$ cat src/rtl/dbg_auth_pkg.sv
// Package dbg_auth_pkg
// Shared types and helpers for the debug challenge-response lock.
// Assumes a 32-bit challenge and register data path.
package dbg_auth_pkg;

    localparam int CHAL_W = 32;

    // How a single bus write is routed by the gate.
    typedef enum logic [1:0] {
        ROUTE_BLOCK  = 2'd0,
        ROUTE_ACTIVE = 2'd1,
        ROUTE_FULL   = 2'd2,
        ROUTE_LOCAL  = 2'd3
    } wr_route_e;

    // One step of a right-shifting Galois LFSR with the given tap mask.
    function automatic logic [CHAL_W-1:0] lfsr_step(
        input logic [CHAL_W-1:0] cur,
        input logic [CHAL_W-1:0] taps
    );
        lfsr_step = cur[0] ? ((cur >> 1) ^ taps) : (cur >> 1);
    endfunction

endpackage

$ cat src/rtl/dbg_auth_lfsr.sv
// Module dbg_auth_lfsr
// Free-running pseudo-random source that steps every clock.
// Assumes TAPS describes a maximal-length polynomial and SEED is nonzero,
// so the state never reaches zero.
module dbg_auth_lfsr
    import dbg_auth_pkg::*;
#(
    parameter logic [CHAL_W-1:0] TAPS = 32'h8020_0003,
    parameter logic [CHAL_W-1:0] SEED = 32'h1ACE_B00C
) (
    input  logic              clk,
    input  logic              rst_n,
    output logic [CHAL_W-1:0] rnd
);

    logic [CHAL_W-1:0] state_q;

    // Advance the generator once per cycle; reload the seed on reset.
    always_ff @(posedge clk) begin
        if (!rst_n) begin
            state_q <= SEED;
        end else begin
            state_q <= lfsr_step(state_q, TAPS);
        end
    end

    assign rnd = state_q;

endmodule

$ cat src/rtl/dbg_auth_state.sv
// Module dbg_auth_state
// Holds the challenge and the authenticated flag. It checks each write
// to the authentication register against challenge + SECRET (wrapping).
// Assumes auth_wr is high for at most one cycle per bus write.
module dbg_auth_state
    import dbg_auth_pkg::*;
#(
    parameter bit                REQUIRE_AUTH = 1'b1,
    parameter logic [CHAL_W-1:0] SECRET       = 32'h5EC2_E7A1,
    parameter logic [CHAL_W-1:0] RESET_CHAL   = 32'h1ACE_B00C
) (
    input  logic              clk,
    input  logic              rst_n,
    input  logic              auth_wr,
    input  logic [CHAL_W-1:0] auth_wdata,
    input  logic [CHAL_W-1:0] rnd,
    output logic              authed,
    output logic [CHAL_W-1:0] challenge
);

    localparam logic START_AUTHED = !REQUIRE_AUTH;

    logic [CHAL_W-1:0] answer;
    logic              answer_ok;

    // Expected unlock word and the comparison against the bus data.
    always_comb begin
        answer    = challenge + SECRET;
        answer_ok = (auth_wdata == answer);
    end

    // Update flag and challenge on an answer; ignore answers when open.
    always_ff @(posedge clk) begin
        if (!rst_n) begin
            authed    <= START_AUTHED;
            challenge <= RESET_CHAL;
        end else if (REQUIRE_AUTH && auth_wr) begin
            if (answer_ok) begin
                authed <= 1'b1;
            end else begin
                authed    <= 1'b0;
                challenge <= rnd;
            end
        end
    end

endmodule

$ cat src/rtl/dbg_auth_wgate.sv
// Module dbg_auth_wgate
// Decides, from the address and the unlock state, how a write is routed:
// kept local, passed with a full mask, narrowed to the module-active bit,
// or refused. Purely combinational.
// Assumes AUTH_ADDR differs from CTRL_ADDR.
module dbg_auth_wgate
    import dbg_auth_pkg::*;
#(
    parameter int                ADDR_W     = 7,
    parameter logic [ADDR_W-1:0] AUTH_ADDR  = 7'h30,
    parameter logic [ADDR_W-1:0] CTRL_ADDR  = 7'h10,
    parameter int                ACTIVE_BIT = 0
) (
    input  logic              authed,
    input  logic              wr,
    input  logic [ADDR_W-1:0] addr,
    output logic              auth_wr,
    output logic              fwd_wr_en,
    output logic [CHAL_W-1:0] fwd_wmask,
    output logic              wr_fail
);

    localparam logic [CHAL_W-1:0] ACTIVE_MASK = CHAL_W'(1) << ACTIVE_BIT;

    wr_route_e route;
    logic      hit_auth;
    logic      hit_ctrl;

    // Address decode for the two registers that stay writable when locked.
    always_comb begin
        hit_auth = (addr == AUTH_ADDR);
        hit_ctrl = (addr == CTRL_ADDR);
    end

    // Choose the route for the present address and lock state.
    always_comb begin
        if (hit_auth) begin
            route = ROUTE_LOCAL;
        end else if (authed) begin
            route = ROUTE_FULL;
        end else if (hit_ctrl) begin
            route = ROUTE_ACTIVE;
        end else begin
            route = ROUTE_BLOCK;
        end
    end

    // Turn the route into strobes and a mask, qualified by the write strobe.
    always_comb begin
        auth_wr   = 1'b0;
        fwd_wr_en = 1'b0;
        fwd_wmask = '0;
        wr_fail   = 1'b0;
        if (wr) begin
            unique case (route)
                ROUTE_LOCAL: begin
                    auth_wr = 1'b1;
                end
                ROUTE_FULL: begin
                    fwd_wr_en = 1'b1;
                    fwd_wmask = '1;
                end
                ROUTE_ACTIVE: begin
                    fwd_wr_en = 1'b1;
                    fwd_wmask = ACTIVE_MASK;
                end
                default: begin
                    wr_fail = 1'b1;
                end
            endcase
        end
    end

endmodule

$ cat src/rtl/dbg_auth_gate.sv
// Module dbg_auth_gate
// Top of the challenge-response lock for a debug register interface.
// It ties together the random source, the lock state and the write gate,
// and it serves reads of the authentication register.
// Assumes at most one of reg_wr / reg_rd is high in a cycle.
module dbg_auth_gate
    import dbg_auth_pkg::*;
#(
    parameter bit                REQUIRE_AUTH = 1'b1,
    parameter logic [CHAL_W-1:0] SECRET       = 32'h5EC2_E7A1,
    parameter logic [CHAL_W-1:0] LFSR_SEED    = 32'h1ACE_B00C,
    parameter logic [CHAL_W-1:0] LFSR_TAPS    = 32'h8020_0003,
    parameter int                ADDR_W       = 7,
    parameter logic [ADDR_W-1:0] AUTH_ADDR    = 7'h30,
    parameter logic [ADDR_W-1:0] CTRL_ADDR    = 7'h10,
    parameter int                ACTIVE_BIT   = 0
) (
    input  logic              clk,
    input  logic              rst_n,
    input  logic [ADDR_W-1:0] reg_addr,
    input  logic [CHAL_W-1:0] reg_wdata,
    input  logic              reg_wr,
    input  logic              reg_rd,
    output logic [CHAL_W-1:0] reg_rdata,
    output logic              authenticated,
    output logic              fwd_wr_en,
    output logic [CHAL_W-1:0] fwd_wmask,
    output logic              wr_fail
);

    logic [CHAL_W-1:0] rnd;
    logic [CHAL_W-1:0] challenge;
    logic              auth_wr;

    dbg_auth_lfsr #(
        .TAPS (LFSR_TAPS),
        .SEED (LFSR_SEED)
    ) u_lfsr (
        .clk   (clk),
        .rst_n (rst_n),
        .rnd   (rnd)
    );

    dbg_auth_state #(
        .REQUIRE_AUTH (REQUIRE_AUTH),
        .SECRET       (SECRET),
        .RESET_CHAL   (LFSR_SEED)
    ) u_state (
        .clk        (clk),
        .rst_n      (rst_n),
        .auth_wr    (auth_wr),
        .auth_wdata (reg_wdata),
        .rnd        (rnd),
        .authed     (authenticated),
        .challenge  (challenge)
    );

    dbg_auth_wgate #(
        .ADDR_W     (ADDR_W),
        .AUTH_ADDR  (AUTH_ADDR),
        .CTRL_ADDR  (CTRL_ADDR),
        .ACTIVE_BIT (ACTIVE_BIT)
    ) u_wgate (
        .authed    (authenticated),
        .wr        (reg_wr),
        .addr      (reg_addr),
        .auth_wr   (auth_wr),
        .fwd_wr_en (fwd_wr_en),
        .fwd_wmask (fwd_wmask),
        .wr_fail   (wr_fail)
    );

    // Serve the challenge on reads of the authentication register.
    always_comb begin
        reg_rdata = '0;
        if (reg_rd && (reg_addr == AUTH_ADDR)) begin
            reg_rdata = challenge;
        end
    end

endmodule

$ cat config.mk
export PLATFORM = sky130hd
export DESIGN_NAME = dbg_auth_gate
export DESIGN_NICKNAME = d
export VERILOG_FILES = /design/src/rtl/dbg_auth_pkg.sv /design/src/rtl/dbg_auth_lfsr.sv /design/src/rtl/dbg_auth_state.sv /design/src/rtl/dbg_auth_wgate.sv /design/src/rtl/dbg_auth_gate.sv
export SDC_FILE = /design/constraint.sdc
export NUM_CORES = 1
export LEC_CHECK = 0
export ABC_AREA = 1
export ABC_CLOCK_PERIOD_IN_PS = 4140
export CAP_MARGIN = 20
export CORE_MARGIN = 4
export CORE_UTILIZATION = 50
export CTS_CLUSTER_DIAMETER = 50
export DETAILED_ROUTE_END_ITERATION = 16
export DONT_BUFFER_PORTS = 1
export GPL_TIMING_DRIVEN = 0
export PLACE_DENSITY_LB_ADDON = 0.05
export SYNTH_ARGS = -nofsm -noshare
export SYNTH_HDL_FRONTEND = slang
export SYNTH_HIERARCHICAL = 1
export SYNTH_SLANG_ARGS = --single-unit
$ cat constraint.sdc
create_clock -name clk -period 4.14 [get_ports clk]
set_clock_uncertainty 0.2 [all_clocks]
set_input_delay 0.207 -clock clk [delete_from_list [all_inputs] [get_ports clk]]
set_output_delay 0.207 -clock clk [all_outputs]
set_load 0.02 [all_outputs]
==> results.json <==
{
  "cts.sinks": 65,
  "synth_nets": 895,
  "tns_ns": 0,
  "syn_inst": 848,
  "diodes": 0,
  "coreArea_mm2": 0.00942,
  "drt_pass1_iterations": 5,
  "vias": 4839,
  "synthDistinctLibCells": 27,
  "r2r_end": "u_state/challenge[16]$_SDFFE_PN0P_",
  "place_hpwl_mm": 11.2,
  "min_period_over_period_pct": 74.8,
  "drt_iter0_markers": 290,
  "clk_pin_slew_ns": 0.06,
  "leakage_nw": 2.86,
  "rsz0062_at_grt": "false",
  "grt.overflow.total": 0,
  "critPathKind": "reg -> reg",
  "die_area_mm2": 0.0115,
  "multi_input_area_mm2": 0.00265,
  "post_cts_resized": 0,
  "peakVddDrop_mv": 0.274,
  "gp_congestion": 0.942,
  "grt_antenna_before_repair": 0,
  "power_density_mw_per_mm2": 235,
  "post-place-cells": 977,
  "synth-seq-cells": 65,
  "hold_viol_final": 0,
  "die_h_um": 107,
  "outcome": "completed",
  "tightestPinTransition_ns": 0.910,
  "syn_to_final_growth_pct": 7.30,
  "portBuffers": 0,
  "initial_core_util_pct": 52.4,
  "cts_buffers": 9,
  "worst_skew_pair.late_latency_ns": 0.33,
  "synthTopCellsByArea": "dfxtp_1 (26%), nand2_1 (19%), inv_1 (12%), nand3_1 (9.9%), nor2_1 (7.5%)",
  "ctsHtreeMaxLevel": 3,
  "min_to": "u_lfsr/rnd[25]$_SDFF_PN1_",
  "finalWirelength_mm": 13.6,
  "ff2ff_path_depth": 15,
  "r2r_slack_ns": 1.04,
  "setup_viol": 0,
  "final_nets": 907,
  "die_w_um": 107,
  "cp-start-kind": "flip-flop",
  "post_cts_buffers": 0,
  "avgSynthCellArea_um2": 5.82,
  "clk_path_buf_depth": 2,
  "nFillCells": 993,
  "crit_path_end_kind": "flip-flop",
  "hold_class": "reg -> reg",
  "cp_max_fo": 10,
  "placementRows": 35,
  "crit_arrival_ns": 3.11,
  "reg2reg_from": "u_state/challenge[0]$_SDFFE_PN0P_",
  "ff_latch_area_mm2": 0.00130,
  "synth.top_cell.area_share_pct": 26.4,
  "synth_top_cell_by_area": "dfxtp_1",
  "wire_per_inst_um": 13.6,
  "antenna_left": 0,
  "grt_max_degree": 32,
  "period_needed_ns": 3.10,
  "drv_slew": 0,
  "maxCapViolCount": 0,
  "whs_path_depth": 2,
  "max_freq_ghz": 0.323,
  "yosysSeqAreaShare_pct": 26.4,
  "ioPinCount": 110,
  "cp.required_ns": 4.15,
  "synth_warnings": 6,
  "synth_area_mm2": 0.00494,
  "hp-start": "u_lfsr/rnd[26]$_SDFF_PN0_",
  "cts_root_buffer": "clkbuf_8",
  "stdcell_count": 994,
  "grt_usage_pct": 23.6,
  "whs_ns": 0.225,
  "cts_tree": "built",
  "timing.slew.headroom_pct": 39.3,
  "drive_above_1_share_pct": 12.9,
  "grt_pass1_wl_mm": 21.8,
  "drcViolationCount": 0,
  "grt_pass1_vias": 4455,
  "viasPerCell": 4.87
}
[cell usage in the layout, fill, tap and decap left out, drive strengths merged]
| cell | Yosys | final |
|---|---|---|
| o21bai | 1 | 1 |
| dlygate4sd3 | 0 | 1 |
| inv | 159 | 159 |
| buf | 51 | 51 |
| o21ai | 7 | 7 |
| nor3 | 1 | 1 |
| nand2 | 251 | 251 |
| nand4 | 8 | 8 |
| clkinv | 0 | 2 |
| ha | 4 | 4 |
| xnor2 | 9 | 9 |
| bufinv | 0 | 1 |
| a31oi | 1 | 1 |
| clkbuf | 6 | 19 |
| nand3 | 100 | 100 |
| a21boi | 1 | 1 |
| dfxtp | 65 | 65 |
| nor2 | 136 | 136 |
| or2 | 1 | 1 |
| xor2 | 13 | 13 |
| a21oi | 27 | 27 |
| nand3b | 7 | 7 |
[registers in the layout, indices dropped and copies added (netlist names)]
| register | flops |
|---|---|
| u_lfsr/rnd | 32 |
| u_state/challenge | 32 |
| u_state/authed | 1 |
[cell type report]
| class | count | area share (%) |
|---|---|---|
| plain buffers | 57 | 7.39 |
| flip-flops and latches | 65 | 24.6 |
| multi-input cells | 567 | 50.0 |
| repair buffers | 1 | 0.189 |
| well taps | 129 | 3.05 |
| clock buffers | 13 | 2.81 |
| inverters | 159 | 11.3 |
| clock inverters | 3 | 0.756 |
[what timing repair did]
action                                 in CTS  in global routing
endpoints found under the hold margin      35                  0
setup endpoints to repair                   0                  0
hold buffers                                1                  0
[critical path, stage by stage, from the launching register on]
cell,delay (ns)
dfxtp_1,0.45
ha_1,0.26
nand2_2,0.11
o21ai_0,0.27
nand2_1,0.13
nand2_1,0.15
nand2_1,0.08
nand3_1,0.07
nand2_1,0.05
nor2_1,0.17
nand2_1,0.09
nor3_2,0.19
nand3_2,0.28
buf_2,0.28
a21oi_1,0.14
nor2_1,0.06
[per-stage QoR]
step                util, %  worst slack [ns]  area, um^2  power [mW]
CTS                    56.3              1.11        5300        1.26
finish                 56.3              1.04        5300        1.25
global route           56.3             0.809        5300        1.31
global placement       54.1              1.17        5100       0.751
floorplan                 -              1.73        4940       0.735
detailed placement     54.1              1.12        5100       0.753
[where the power goes]
part	switching (mW)	leakage (nW)	internal (mW)	total, mW
Sequential	0.0110	0.532	0.643	0.654
Clock	0.212	0.0974	0.293	0.506
Combinational	0.0525	2.23	0.0342	0.0867
Total	0.276	2.86	0.971	1.25
[worst max-delay path by stage]
| stage | start | endpoint | slack, ns | cells after the start |
|---|---|---|---|---|
| detailed placement | u_state/challenge[0]$_SDFFE_PN0P_ | u_state/challenge[3]$_SDFFE_PN1P_ | 1.12 | 15 |
| finish | u_state/challenge[0]$_SDFFE_PN0P_ | u_state/challenge[16]$_SDFFE_PN0P_ | 1.04 | 15 |
| floorplan | u_state/challenge[0]$_SDFFE_PN0P_ | u_state/challenge[0]$_SDFFE_PN0P_ | 1.73 | 17 |
| CTS | u_state/challenge[0]$_SDFFE_PN0P_ | u_state/challenge[17]$_SDFFE_PN1P_ | 1.11 | 15 |
| global route | u_state/challenge[0]$_SDFFE_PN0P_ | u_state/challenge[17]$_SDFFE_PN1P_ | 0.81 | 15 |
| global placement | u_state/challenge[0]$_SDFFE_PN0P_ | u_state/challenge[3]$_SDFFE_PN1P_ | 1.17 | 15 |
[synthesized netlist by cell type]
library cell    n
nor2_1         99
nand3b_1        7
o21ai_0         7
nand3_2         2
inv_2           6
nor3_2          1
xor2_1         13
or2_2           1
nand4_1         8
xnor2_1         9
a31oi_1         1
buf_1           4
nor2_2         32
buf_6           5
buf_4          35
clkbuf_1        6
buf_2           7
a21oi_1        27
nand2_2         5
inv_1         153
nor2_4          5
dfxtp_1        65
ha_1            4
o21bai_1        1
a21boi_0        1
nand3_1        98
nand2_1       246
[per-layer routing]
layer  part of all wire, %  up-vias  track usage (%)
met4                   3.1        0             9.02
met1                    44     2126             30.8
li1                      -     2542                -
met3                   5.6       28             3.90
met2                    47      143             39.1
met5                     0        -                0
[cell families after synthesis]
family | count (synthesis) | share of synthesized area, %
adders and majority gates | 4 | 1.01
DFF | 65 | 26.4
AOI/OAI and AO/OA | 37 | 3.88
xor gates and xnor gates | 22 | 3.90
buffers and inverters | 216 | 20.0
and+or+nand+nor | 504 | 44.8
Power figures use the tool's default switching activity.
